==> src/rtl/sgp_pkg.sv <==
package sgp_pkg;

  typedef enum logic [1:0] {
    SGP_LOAD  = 2'd0,
    SGP_CHECK = 2'd1,
    SGP_EMIT  = 2'd2
  } sgp_state_e;

  // byte offset of buffer entry k inside the descriptor
  function automatic int entry_offset(input int base, input int size, input int k);
    return base + size * k;
  endfunction

endpackage

==> src/rtl/sgp_desc_buf.sv <==
module sgp_desc_buf #(
  parameter int WORD_W     = 32,
  parameter int DESC_WORDS = 32,
  localparam int CNT_W     = $clog2(DESC_WORDS),
  localparam int FLAT_W    = WORD_W * DESC_WORDS
) (
  input  logic              clk,
  input  logic              rst_n,
  input  logic              load_en,
  input  logic              in_valid,
  input  logic [WORD_W-1:0] in_data,
  output logic              in_ready,
  output logic              full_pulse,
  output logic [FLAT_W-1:0] desc_flat
);

  logic [CNT_W-1:0] wcnt;
  logic             take;
  logic             at_end;

  assign in_ready   = load_en;
  assign take       = in_valid && in_ready;
  assign at_end     = (wcnt == CNT_W'(DESC_WORDS - 1));
  assign full_pulse = take && at_end;

  always_ff @(posedge clk) begin
    if (!rst_n) begin
      wcnt <= '0;
    end else if (take) begin
      wcnt <= at_end ? '0 : wcnt + 1'b1;
    end
  end

  for (genvar g = 0; g < DESC_WORDS; g++) begin : g_word
    logic [WORD_W-1:0] word_q;
    always_ff @(posedge clk) begin
      if (!rst_n) begin
        word_q <= '0;
      end else if (take && (wcnt == CNT_W'(g))) begin
        word_q <= in_data;
      end
    end
    assign desc_flat[g*WORD_W +: WORD_W] = word_q;
  end

  // counter only moves on an accepted word
  AST_WCNT_HOLD: assert property (@(posedge clk) disable iff (!rst_n)
    !take |=> $stable(wcnt));

endmodule

==> src/rtl/sgp_entry_decode.sv <==
module sgp_entry_decode #(
  parameter int WORD_W      = 32,
  parameter int DESC_WORDS  = 32,
  parameter int MAX_ENT     = 20,
  parameter int ADDR_W      = 36,
  parameter int LEN_W       = 12,
  parameter int MAX_BUF_LEN = 4092,
  parameter int CNT_BYTE    = 3,
  parameter int CNT_FW      = 5,
  parameter int ENT_BASE    = 4,
  localparam int FLAT_W     = WORD_W * DESC_WORDS,
  localparam int LO_W       = 32,
  localparam int HI_W       = ADDR_W - LO_W,
  localparam int HW_W       = HI_W + LEN_W,
  localparam int ENT_BYTES  = (LO_W + HW_W) / 8
) (
  input  logic [FLAT_W-1:0]              desc_flat,
  output logic [MAX_ENT-1:0][ADDR_W-1:0] entry_addr,
  output logic [MAX_ENT-1:0][LEN_W-1:0]  entry_len,
  output logic [CNT_FW-1:0]              count,
  output logic                           count_bad,
  output logic                           len_bad
);

  logic [MAX_ENT-1:0] bad_vec;
  logic               unused_bits;

  assign count     = desc_flat[8*CNT_BYTE +: CNT_FW];
  assign count_bad = (count == '0) || (int'(count) > MAX_ENT);

  for (genvar g = 0; g < MAX_ENT; g++) begin : g_ent
    localparam int OFF = 8 * sgp_pkg::entry_offset(ENT_BASE, ENT_BYTES, g);
    logic [LO_W-1:0] lo;
    logic [HW_W-1:0] hw;
    logic            active;

    assign lo            = desc_flat[OFF +: LO_W];
    assign hw            = desc_flat[OFF + LO_W +: HW_W];
    assign entry_addr[g] = {hw[HI_W-1:0], lo};
    assign entry_len[g]  = hw[HW_W-1:HI_W];
    assign active        = (g < int'(count));
    assign bad_vec[g]    = active &&
                           ((entry_len[g] == '0) || (entry_len[g] > LEN_W'(MAX_BUF_LEN)));
  end

  assign len_bad     = |bad_vec;
  assign unused_bits = ^desc_flat;

endmodule

==> src/rtl/sgp_ring_idx.sv <==
module sgp_ring_idx #(
  parameter int IDX_W = 8
) (
  input  logic             clk,
  input  logic             rst_n,
  input  logic             advance,
  input  logic [IDX_W-1:0] wr_idx,
  output logic [IDX_W-1:0] rd_idx,
  output logic             empty
);

  always_ff @(posedge clk) begin
    if (!rst_n) begin
      rd_idx <= '0;
    end else if (advance) begin
      rd_idx <= rd_idx + 1'b1;
    end
  end

  assign empty = (rd_idx == wr_idx);

endmodule

==> src/rtl/sgp_cmd_seq.sv <==
module sgp_cmd_seq #(
  parameter int MAX_ENT     = 20,
  parameter int ADDR_W      = 36,
  parameter int LEN_W       = 12,
  parameter int CNT_FW      = 5,
  parameter int MAX_BUF_LEN = 4092,
  parameter int MAX_FRAME   = 8192,
  localparam int EIDX_W     = $clog2(MAX_ENT + 1),
  localparam int TOT_W      = $clog2(MAX_FRAME + 2 * (1 << LEN_W))
) (
  input  logic                           clk,
  input  logic                           rst_n,
  input  logic                           full_pulse,
  input  logic [CNT_FW-1:0]              count,
  input  logic                           count_bad,
  input  logic                           len_bad,
  input  logic [MAX_ENT-1:0][ADDR_W-1:0] entry_addr,
  input  logic [MAX_ENT-1:0][LEN_W-1:0]  entry_len,
  input  logic                           cmd_ready,
  output logic                           load_phase,
  output logic                           advance,
  output logic                           cmd_valid,
  output logic [ADDR_W-1:0]              cmd_addr,
  output logic [LEN_W-1:0]               cmd_len,
  output logic                           cmd_first,
  output logic                           cmd_last,
  output logic                           desc_done,
  output logic                           err_count,
  output logic                           err_len,
  output logic                           err_oversize,
  output logic [TOT_W-1:0]               frame_len
);
  import sgp_pkg::*;

  sgp_state_e        state;
  logic [EIDX_W-1:0] eidx;
  logic [EIDX_W-1:0] eidx_nx;
  logic [TOT_W-1:0]  total;
  logic [TOT_W-1:0]  sum;
  logic [LEN_W-1:0]  nxt_len;
  logic              is_final;
  logic              cut;
  logic              reject;

  assign reject    = count_bad || len_bad;
  assign eidx_nx   = eidx + 1'b1;
  assign cmd_len   = entry_len[eidx];
  assign cmd_addr  = entry_addr[eidx];
  assign sum       = total + TOT_W'(cmd_len);
  assign nxt_len   = (int'(eidx) + 1 < MAX_ENT) ? entry_len[eidx_nx] : '0;
  assign is_final  = (int'(eidx) + 1 == int'(count));
  assign cut       = !is_final && ((sum + TOT_W'(nxt_len)) > TOT_W'(MAX_FRAME));
  assign cmd_last  = is_final || cut;
  assign cmd_first = (eidx == '0);
  assign cmd_valid = (state == SGP_EMIT);

  assign load_phase = (state == SGP_LOAD);
  assign advance    = ((state == SGP_CHECK) && reject) ||
                      (cmd_valid && cmd_ready && cmd_last);

  always_ff @(posedge clk) begin
    if (!rst_n) begin
      state        <= SGP_LOAD;
      eidx         <= '0;
      total        <= '0;
      desc_done    <= 1'b0;
      err_count    <= 1'b0;
      err_len      <= 1'b0;
      err_oversize <= 1'b0;
      frame_len    <= '0;
    end else begin
      desc_done    <= 1'b0;
      err_count    <= 1'b0;
      err_len      <= 1'b0;
      err_oversize <= 1'b0;
      case (state)
        SGP_LOAD: begin
          if (full_pulse) state <= SGP_CHECK;
        end
        SGP_CHECK: begin
          if (reject) begin
            desc_done <= 1'b1;
            err_count <= count_bad;
            err_len   <= !count_bad;
            frame_len <= '0;
            state     <= SGP_LOAD;
          end else begin
            eidx  <= '0;
            total <= '0;
            state <= SGP_EMIT;
          end
        end
        SGP_EMIT: begin
          if (cmd_ready) begin
            total <= sum;
            if (cmd_last) begin
              desc_done    <= 1'b1;
              err_oversize <= cut;
              frame_len    <= sum;
              state        <= SGP_LOAD;
            end else begin
              eidx <= eidx_nx;
            end
          end
        end
        default: state <= SGP_LOAD;
      endcase
    end
  end

  AST_CMD_HOLD: assert property (@(posedge clk) disable iff (!rst_n)
    (cmd_valid && !cmd_ready) |=> (cmd_valid && $stable(cmd_addr) && $stable(cmd_len)
                                   && $stable(cmd_last) && $stable(cmd_first)));
  AST_LEN_LEGAL: assert property (@(posedge clk) disable iff (!rst_n)
    cmd_valid |-> ((cmd_len != '0) && (cmd_len <= LEN_W'(MAX_BUF_LEN))));
  AST_FRAME_BOUND: assert property (@(posedge clk) disable iff (!rst_n)
    desc_done |-> (frame_len <= TOT_W'(MAX_FRAME)));
  AST_ONE_ERR: assert property (@(posedge clk) disable iff (!rst_n)
    desc_done |-> ($countones({err_count, err_len, err_oversize}) <= 1));
  AST_ERR_WITH_DONE: assert property (@(posedge clk) disable iff (!rst_n)
    (err_count || err_len || err_oversize) |-> desc_done);
  AST_ABORT_EMPTY: assert property (@(posedge clk) disable iff (!rst_n)
    (desc_done && (err_count || err_len)) |-> (frame_len == '0));

endmodule

==> src/rtl/sg_tx_desc_parser.sv <==
module sg_tx_desc_parser #(
  parameter int WORD_W      = 32,
  parameter int DESC_WORDS  = 32,
  parameter int MAX_ENT     = 20,
  parameter int ADDR_W      = 36,
  parameter int LEN_W       = 12,
  parameter int CNT_FW      = 5,
  parameter int MAX_BUF_LEN = 4092,
  parameter int MAX_FRAME   = 8192,
  parameter int RING_IDX_W  = 8,
  localparam int TOT_W      = $clog2(MAX_FRAME + 2 * (1 << LEN_W))
) (
  input  logic                  clk,
  input  logic                  rst_n,
  input  logic                  in_valid,
  output logic                  in_ready,
  input  logic [WORD_W-1:0]     in_data,
  input  logic [RING_IDX_W-1:0] host_wr_idx,
  output logic [RING_IDX_W-1:0] rd_idx,
  output logic                  cmd_valid,
  input  logic                  cmd_ready,
  output logic [ADDR_W-1:0]     cmd_addr,
  output logic [LEN_W-1:0]      cmd_len,
  output logic                  cmd_first,
  output logic                  cmd_last,
  output logic                  desc_done,
  output logic                  err_count,
  output logic                  err_len,
  output logic                  err_oversize,
  output logic [TOT_W-1:0]      frame_len
);

  localparam int FLAT_W = WORD_W * DESC_WORDS;

  logic                           load_phase;
  logic                           ring_empty;
  logic                           advance;
  logic                           full_pulse;
  logic [FLAT_W-1:0]              desc_flat;
  logic [MAX_ENT-1:0][ADDR_W-1:0] entry_addr;
  logic [MAX_ENT-1:0][LEN_W-1:0]  entry_len;
  logic [CNT_FW-1:0]              count;
  logic                           count_bad;
  logic                           len_bad;

  sgp_desc_buf #(.WORD_W(WORD_W), .DESC_WORDS(DESC_WORDS)) u_buf (
    .clk       (clk),
    .rst_n     (rst_n),
    .load_en   (load_phase && !ring_empty),
    .in_valid  (in_valid),
    .in_data   (in_data),
    .in_ready  (in_ready),
    .full_pulse(full_pulse),
    .desc_flat (desc_flat)
  );

  sgp_entry_decode #(
    .WORD_W(WORD_W), .DESC_WORDS(DESC_WORDS), .MAX_ENT(MAX_ENT), .ADDR_W(ADDR_W),
    .LEN_W(LEN_W), .MAX_BUF_LEN(MAX_BUF_LEN), .CNT_BYTE(3), .CNT_FW(CNT_FW), .ENT_BASE(4)
  ) u_dec (
    .desc_flat (desc_flat),
    .entry_addr(entry_addr),
    .entry_len (entry_len),
    .count     (count),
    .count_bad (count_bad),
    .len_bad   (len_bad)
  );

  sgp_ring_idx #(.IDX_W(RING_IDX_W)) u_ring (
    .clk    (clk),
    .rst_n  (rst_n),
    .advance(advance),
    .wr_idx (host_wr_idx),
    .rd_idx (rd_idx),
    .empty  (ring_empty)
  );

  sgp_cmd_seq #(
    .MAX_ENT(MAX_ENT), .ADDR_W(ADDR_W), .LEN_W(LEN_W), .CNT_FW(CNT_FW),
    .MAX_BUF_LEN(MAX_BUF_LEN), .MAX_FRAME(MAX_FRAME)
  ) u_seq (
    .clk         (clk),
    .rst_n       (rst_n),
    .full_pulse  (full_pulse),
    .count       (count),
    .count_bad   (count_bad),
    .len_bad     (len_bad),
    .entry_addr  (entry_addr),
    .entry_len   (entry_len),
    .cmd_ready   (cmd_ready),
    .load_phase  (load_phase),
    .advance     (advance),
    .cmd_valid   (cmd_valid),
    .cmd_addr    (cmd_addr),
    .cmd_len     (cmd_len),
    .cmd_first   (cmd_first),
    .cmd_last    (cmd_last),
    .desc_done   (desc_done),
    .err_count   (err_count),
    .err_len     (err_len),
    .err_oversize(err_oversize),
    .frame_len   (frame_len)
  );

  AST_STALL_NO_LOAD: assert property (@(posedge clk) disable iff (!rst_n)
    (rd_idx == host_wr_idx) |-> !in_ready);
  AST_NO_CMD_WHILE_LOADING: assert property (@(posedge clk) disable iff (!rst_n)
    in_ready |-> !cmd_valid);
  AST_RD_STEP: assert property (@(posedge clk) disable iff (!rst_n)
    desc_done |-> (rd_idx == RING_IDX_W'($past(rd_idx) + 1'b1)));

endmodule

==> config.mk <==
export PLATFORM = sky130hd
export DESIGN_NAME = sg_tx_desc_parser
export DESIGN_NICKNAME = d
export VERILOG_FILES = /design/src/rtl/sgp_pkg.sv /design/src/rtl/sgp_desc_buf.sv /design/src/rtl/sgp_entry_decode.sv /design/src/rtl/sgp_ring_idx.sv /design/src/rtl/sgp_cmd_seq.sv /design/src/rtl/sg_tx_desc_parser.sv
export SDC_FILE = /design/constraint.sdc
export NUM_CORES = 2
export LEC_CHECK = 0
export ABC_AREA = 1
export ABC_CLOCK_PERIOD_IN_PS = 7300
export BUFFER_PORTS_ARGS = -buffer_cell sky130_fd_sc_hd__buf_2
export CAP_MARGIN = 20
export CORE_UTILIZATION = 38
export CTS_CLUSTER_SIZE = 40
export DETAILED_ROUTE_END_ITERATION = 7
export PLACE_DENSITY = 0.49
export SLEW_MARGIN = 20
export SYNTH_ARGS = -nofsm -noshare
export SYNTH_HDL_FRONTEND = slang
export SYNTH_SLANG_ARGS = --single-unit
==> constraint.sdc <==
create_clock -name clk -period 7.3 [get_ports clk]
set_input_delay 0.73 -clock clk [delete_from_list [all_inputs] [get_ports clk]]
set_output_delay 0.73 -clock clk [all_outputs]
set_load 0.005 [all_outputs]
# == Word-level counts from Yosys, hierarchy flattened ==
# Cells that the tools add are included.
# classes
n_addsub,6
order_cmp,45
eq_ne,41
n_mux,28
reduce_logical,117
# op_table
op,count
greater-than comparator 12 bit (second input constant),20
logical NOT 12 bit,20
binary-select mux 36 bit (select 5 bit),1
binary-select mux 12 bit (select 5 bit),2
== test 5 bit (second input constant),16
2-to-1 mux 14 bit,5
logical AND 1 bit,58
case mux 14 bit (2 select lines),2
== test 5 x 4 -> 1 bit (second input constant),8
less-than comparator 4 x 5 -> 1 bit (first input constant),8
2-to-1 mux 12 bit,3
2-to-1 mux 36 bit,1
less-than comparator 32 x 6 -> 1 bit (second input constant),1
adder 14 x 12 -> 14 bit,2
logical OR 1 bit,24
== test 5 x 3 -> 1 bit (second input constant),4
less-than comparator 3 x 5 -> 1 bit (first input constant),4
less-than comparator 5 bit (first input constant),4
2-to-1 mux 5 bit,4
OR reduction 20 bit,1
logical NOT 5 bit,3
greater-than comparator 14 bit (second input constant),1
less-than comparator 5 x 6 -> 1 bit (second input constant),2
AND reduction 4 bit,3
23 further kinds,40
# word_totals
reg_bits,1041
out_inout_bits,78
elab_cells,278

# == Depth between registers and ports, before layout ==
# logic_depth
ltp_word,11
ltp_mapped,36

# == By module ==
# Synthesis repeated with hierarchy kept, for this count alone.
# hier_totals
hier_cells,9755
hier_area_um2,62179.6
# by_module_without_submodules
mod,n_inst,cells_each,area_each_um2
sgp_desc_buf,1,5598,39001.2
sgp_cmd_seq,1,2621,13412.9
sgp_entry_decode,1,1464,9272.6
sgp_ring_idx,1,70,483.0
sg_tx_desc_parser,1,2,10.0

# == Least setup slack after synthesis ==
# No wires, ideal clock.
# synth_path
path_kind,register to output
start,register u_seq.eidx[0]
end,output cmd_last
arrival_time_ns,4.482
setup_slack_ns,2.088
stages_incl_launch_ff,31
path_buffers,3
cell_sequence,dfxtp_1 -> clkbuf_1 -> buf_2 -> buf_1 -> a21oi_1 -> o21ai_0 -> nand2_1 -> a221o_1 -> o21ai_0 -> nand2_1 -> ha_1 -> fa_1 -> nand3_1 -> nand2_1 -> a31oi_1 -> o21ai_0 -> nand3_1 -> nand3_1 -> xor2_1 -> ha_1 -> nand2_1 -> nor2_1 -> nand3_1 -> nand3_1 -> nand2_1 -> nand2_1 -> nand2_1 -> nand2_1 -> nand2_1 -> nand2_1 -> nand2_1
# synth_via
word_cells_on_any_way,15
# synth_lines
item,line,rtl
"start, declared",sgp_cmd_seq.sv:36,logic [EIDX_W-1:0] eidx;
"start signal, assigned",sgp_cmd_seq.sv:102,eidx <= eidx_nx;
binary-select mux 12 bit (select 5 bit),sgp_cmd_seq.sv:47,assign cmd_len = entry_len[eidx];
2-to-1 mux 12 bit (not written as such),sgp_cmd_seq.sv:47,
net cmd_len[0],sg_tx_desc_parser.sv:23,"output logic [LEN_W-1:0] cmd_len,"
adder 14 x 12 -> 14 bit,sgp_cmd_seq.sv:49,assign sum = total + TOT_W'(cmd_len);
adder 14 x 12 -> 14 bit,sgp_cmd_seq.sv:52,assign cut = !is_final && ((sum + TOT_W'(nxt_len)) > TOT_W'(MAX_FRAME));
greater-than comparator 14 bit,sgp_cmd_seq.sv:52,
logical AND 1 bit,sgp_cmd_seq.sv:52,
logical OR 1 bit,sgp_cmd_seq.sv:53,assign cmd_last = is_final || cut;
"end, declared",sg_tx_desc_parser.sv:25,"output logic cmd_last,"
# The timed path passes the listed nets, and every way through them passes these cells. The select of a mux whose other input is x is not followed.

# == Final worst setup path ==
# layout_path
start,register u_seq.eidx[1]
end,output cmd_last
# layout_via
elab_chain_len,8
word_cells_on_any_way,15
# layout_lines
item,line
branches (longest 7 deep; another with less-than comparator 32 x 6 -> 1 bit),-
logical OR 1 bit *,sgp_cmd_seq.sv:53
# Mark *: on every way between the ends. The select of a mux whose other input is x is not followed.

==> impl_metrics.env <==
export IMPL_route_detailed_drc=0
export IMPL_first_global_vias=44900
export IMPL_crit_path_start="u_seq.eidx[1]$_SDFFE_PN0P_"
export IMPL_drt_antenna_violating_nets=0
export IMPL_ctsHoldBuffers=0
export IMPL_ys_seq_elements=1017
export IMPL_cap_viol_max_count=0
export IMPL_hpwlAfterDp_mm=127
export IMPL_drt_first_iter_violations=4942
export IMPL_htree_levels=3
export IMPL_grt_use_total=0.317
export IMPL_post_cts_resized_instances=0
export IMPL_worstHoldEndpoint="u_buf.g_word[9].word_q[1]$_SDFFE_PN0P_"
export IMPL_critical_path_endpoint_type="primary output"
export IMPL_critical_setup_path_kind="register to primary output"
export IMPL_global_route_wire_length_before_repair_mm=315
export IMPL_route_detailed_wl_per_inst_um=24.6
export IMPL_first_pass_iters=6
export IMPL_crit_path_dat_ns=6.09
export IMPL_placeableCoreArea_mm2=0.130
export IMPL_via_total_after_detailed_routing=50000
export IMPL_timing_hold_worst_class="register to register"
export IMPL_cts_root_buffer_cell="clkbuf_16"
export IMPL_via_per_inst=5.69
export IMPL_worst_r2r_cell_count=26
export IMPL_post_route_min_period_ns=6.82
export IMPL_slowest_stage="dfxtp_4"
export IMPL_overflow_left_after_global_routing=0
export IMPL_worst_path_largest_cell_delay_ns=0.87
export IMPL_multiInputGateArea_mm2=0.0245
export IMPL_tritoncts="yes"
export IMPL_critical_path_rt_ns=6.57
export IMPL_fin_skew_ns=0.0653
export IMPL_postCtsSetupBuffers=0
export IMPL_final_net_count=7042
export IMPL_peakVddDrop_mv=0.208
export IMPL_setup_violations_final=0
export IMPL_clockBufferDepth=3
export IMPL_synth_enable_flop_cells=0
export IMPL_max_slew_margin=0.214
export IMPL_num_rows=132
export IMPL_drt_total_wl_mm=216
export IMPL_design_portCount=122
export IMPL_final_fill_count=13900
export IMPL_layout_worst_path_cycle_share=0.935
export IMPL_startpoint_type="register"
export IMPL_postSynthNetCount=7380
export IMPL_p_leak_nw=19.0
export IMPL_post_synth_instance_area_mm2=0.0499
export IMPL_port_buffers=121
export IMPL_worstHoldStart="u_buf.g_word[9].word_q[1]$_SDFFE_PN0P_"
export IMPL_reg2reg_from="u_seq.eidx[1]$_SDFFE_PN0P_"
export IMPL_synthesis_yosys_warnings=0
export IMPL_final_hold_viol_count=0
export IMPL_clkTransAtPathRegs_ns=0.06
export IMPL_max_clock_freq_ghz=0.147
export IMPL_run_status="complete, no violations"
export IMPL_grt_max_degree=213
export IMPL_chip_width_um=364
export IMPL_yosysSeqAreaShare=0.408
export IMPL_floorplan_initialDensity=0.384
export IMPL_synth_top_flop_cell="dfxtp_1"
export IMPL_power_per_cell_area_mw_per_mm2=298
export IMPL_worst_r2r_endpoint="u_seq.frame_len[8]$_SDFFE_PN0P_"
export IMPL_area_of_the_die_mm2=0.133
export IMPL_area_sequential_mm2=0.0204
export IMPL_post_route_util=0.423
export IMPL_grt_setup_unrepaired="no"
export IMPL_tritoncts_num_buffers=117
export IMPL_slew_violations=0
export IMPL_tightest_slew_ns=1.16
export IMPL_fin_setup_tns_ns=0
export IMPL_post_synth_cell_area_avg_um2=6.83
export IMPL_finalWeightedCongestion=0.965
export IMPL_whs_path_depth=2
export IMPL_syn_instance_count=7298
export IMPL_layout_area_overhead_vs_synth_pct=10.2
export IMPL_cp_cell_instances="inv_8, ha_2, inv_2, buf_4, o21ai_0, a21oi_1, o311ai_0, a21oi_1, a211oi_1, ha_1, nand2_1, nand2_1, inv_1, nand2_1, nand2_1, nand3_1, nor2_1, nand3_1, nor2_1, nand4_1, nand2_1, nand2_1, buf_2"
export IMPL_clkSinkCount=1017
export IMPL_cpMostUsedCell="nand2_1"
export IMPL_fp_dieH_um=364
export IMPL_antenna_found_initial=15
export IMPL_clock_latency_ns=0.76
export IMPL_cp_max_fo=62
export IMPL_r2r_slack_ns=1.13
export IMPL_post_synth_cell_types=45
export IMPL_layout_cells_sized_above_1=0.0688
export IMPL_async_reset_ff_frac=0
==> synth_stat cells, types with 2 or more instances <==
| cell type | instances | area share |
|---|---|---|
| inv_2 | 6 | 0.00045 |
| o311ai_0 | 23 | 0.0040 |
| clkinv_1 | 3 | 0.00023 |
| o31ai_1 | 6 | 0.00090 |
| nor2_2 | 2 | 0.00025 |
| a22o_1 | 2 | 0.00035 |
| nand3_1 | 578 | 0.058 |
| a221o_1 | 43 | 0.0086 |
| o211ai_1 | 3 | 0.00045 |
| a31oi_1 | 2 | 0.00025 |
| buf_2 | 87 | 0.0087 |
| ha_1 | 36 | 0.0090 |
| nor2_1 | 254 | 0.019 |
| nor3b_1 | 2 | 0.00030 |
| nand2_2 | 4 | 0.00050 |
| a21o_1 | 2 | 0.00030 |
| a211oi_1 | 11 | 0.0017 |
| xor2_1 | 23 | 0.0040 |
| fa_1 | 2 | 0.00080 |
| o21ai_1 | 7 | 0.00070 |
| buf_1 | 37 | 0.0028 |
| buf_4 | 5 | 0.00075 |
| o21ai_0 | 1278 | 0.13 |
| nor3_1 | 76 | 0.0076 |
| clkbuf_1 | 561 | 0.042 |
| nand4_1 | 27 | 0.0034 |
| nand2_1 | 896 | 0.067 |
| buf_6 | 4 | 0.00090 |
| xnor2_1 | 6 | 0.0011 |
| dfxtp_1 | 1017 | 0.41 |
| nor4_1 | 7 | 0.00088 |
| a21boi_0 | 48 | 0.0072 |
| inv_1 | 626 | 0.047 |
| a21oi_1 | 1603 | 0.16 |
==> state kept, by name, indices dropped and copies added, names as in the netlist, 2 cells and up <==
signal / count
u_seq.frame_len: 14
u_seq.total: 14
u_ring.rd_idx: 8
u_buf.g_word.word_q: 965
u_seq.eidx: 5
u_buf.wcnt: 5
u_seq.state: 2
==> metal layers <==
layer  wire length [µm]  track usage  up-vias
li1                   -            -    24100
met1              94100        0.429    23800
met2              97700        0.506     1833
met3              14900       0.0424      343
met4               9270        0.128       14
met5                 92            0        -
==> where the power goes <==
part / switching [mW] / total (mW) / internal, mW
sequential: 0.160 / 5.88 / 5.72
clock: 2.56 / 6.00 / 3.45
combinational: 3.34 / 4.51 / 1.17
total: 6.06 / 16.4 / 10.3
==> critical path: cells and delay by family, from the launching register on <==
kind,cells,cell delay (ns)
AO/OA/AOI/OAI,5,1.31
flip-flops,1,0.87
adder cells (fa/ha/maj),2,0.87
buffers and inverters,5,1.04
AND/OR/NAND/NOR,11,1.14
==> cell type report <==
class	count	share of cell area
multi-input combinational	4952	0.446
sequential	1017	0.371
clock buffer	184	0.0633
inverter	635	0.0438
tap	1742	0.0397
timing repair buffer	237	0.0287
clock inverter	34	0.00738
antenna	1	0.0000455
==> metrics by stage <==
stage	std cells	worst slack (ns)	power (mW)	instance area, µm²	hold slack [ns]
final	8802	0.478	16.4	55000	0.452
after global routing	8802	0.0831	17.1	55000	0.464
after CTS	8801	0.535	16.4	55000	0.453
after detailed placement	8583	1.25	10.4	51100	0.444
after global placement	8583	1.10	10.5	51100	0.439
after floorplan	7298	2.09	8.72	49900	0.430
==> cells by family (layout without fill, tap and decap cells) <==
group	after synthesis	in the layout	synth area share
simple gates	1852	1852	0.159
other cells	0	1	0
fa+ha+maj	38	38	0.00984
xor+xnor	30	30	0.00542
compound gates	3032	3032	0.314
flops	1017	1017	0.408
buf+inv	1329	1090	0.103
==> how the worst max path moves through the flow <==
stage	slack, ns	cells past startpoint	endpoint
after detailed placement	1.25	26	u_seq.frame_len[10]$_SDFFE_PN0P_
after CTS	0.54	23	cmd_last
after floorplan	2.09	30	cmd_last
after global routing	0.08	26	cmd_last
after global placement	1.10	23	u_seq.frame_len[10]$_SDFFE_PN0P_
final	0.48	23	cmd_last
==> cell usage in the layout (no fill, tap or decap), drive strengths merged, types with 23 or more instances in the layout <==
master	Yosys	routed
ha	36	36
nor3	76	76
nand4	27	27
xor2	24	24
a21oi	1604	1604
a21boi	48	48
clkbuf	561	184
nor2	258	258
clkinv	3	26
a221o	43	43
nand2	901	901
o311ai	23	23
dfxtp	1017	1017
o21ai	1285	1285
inv	632	636
nand3	579	579
buf	133	237
Power figures use the tool's default switching activity.
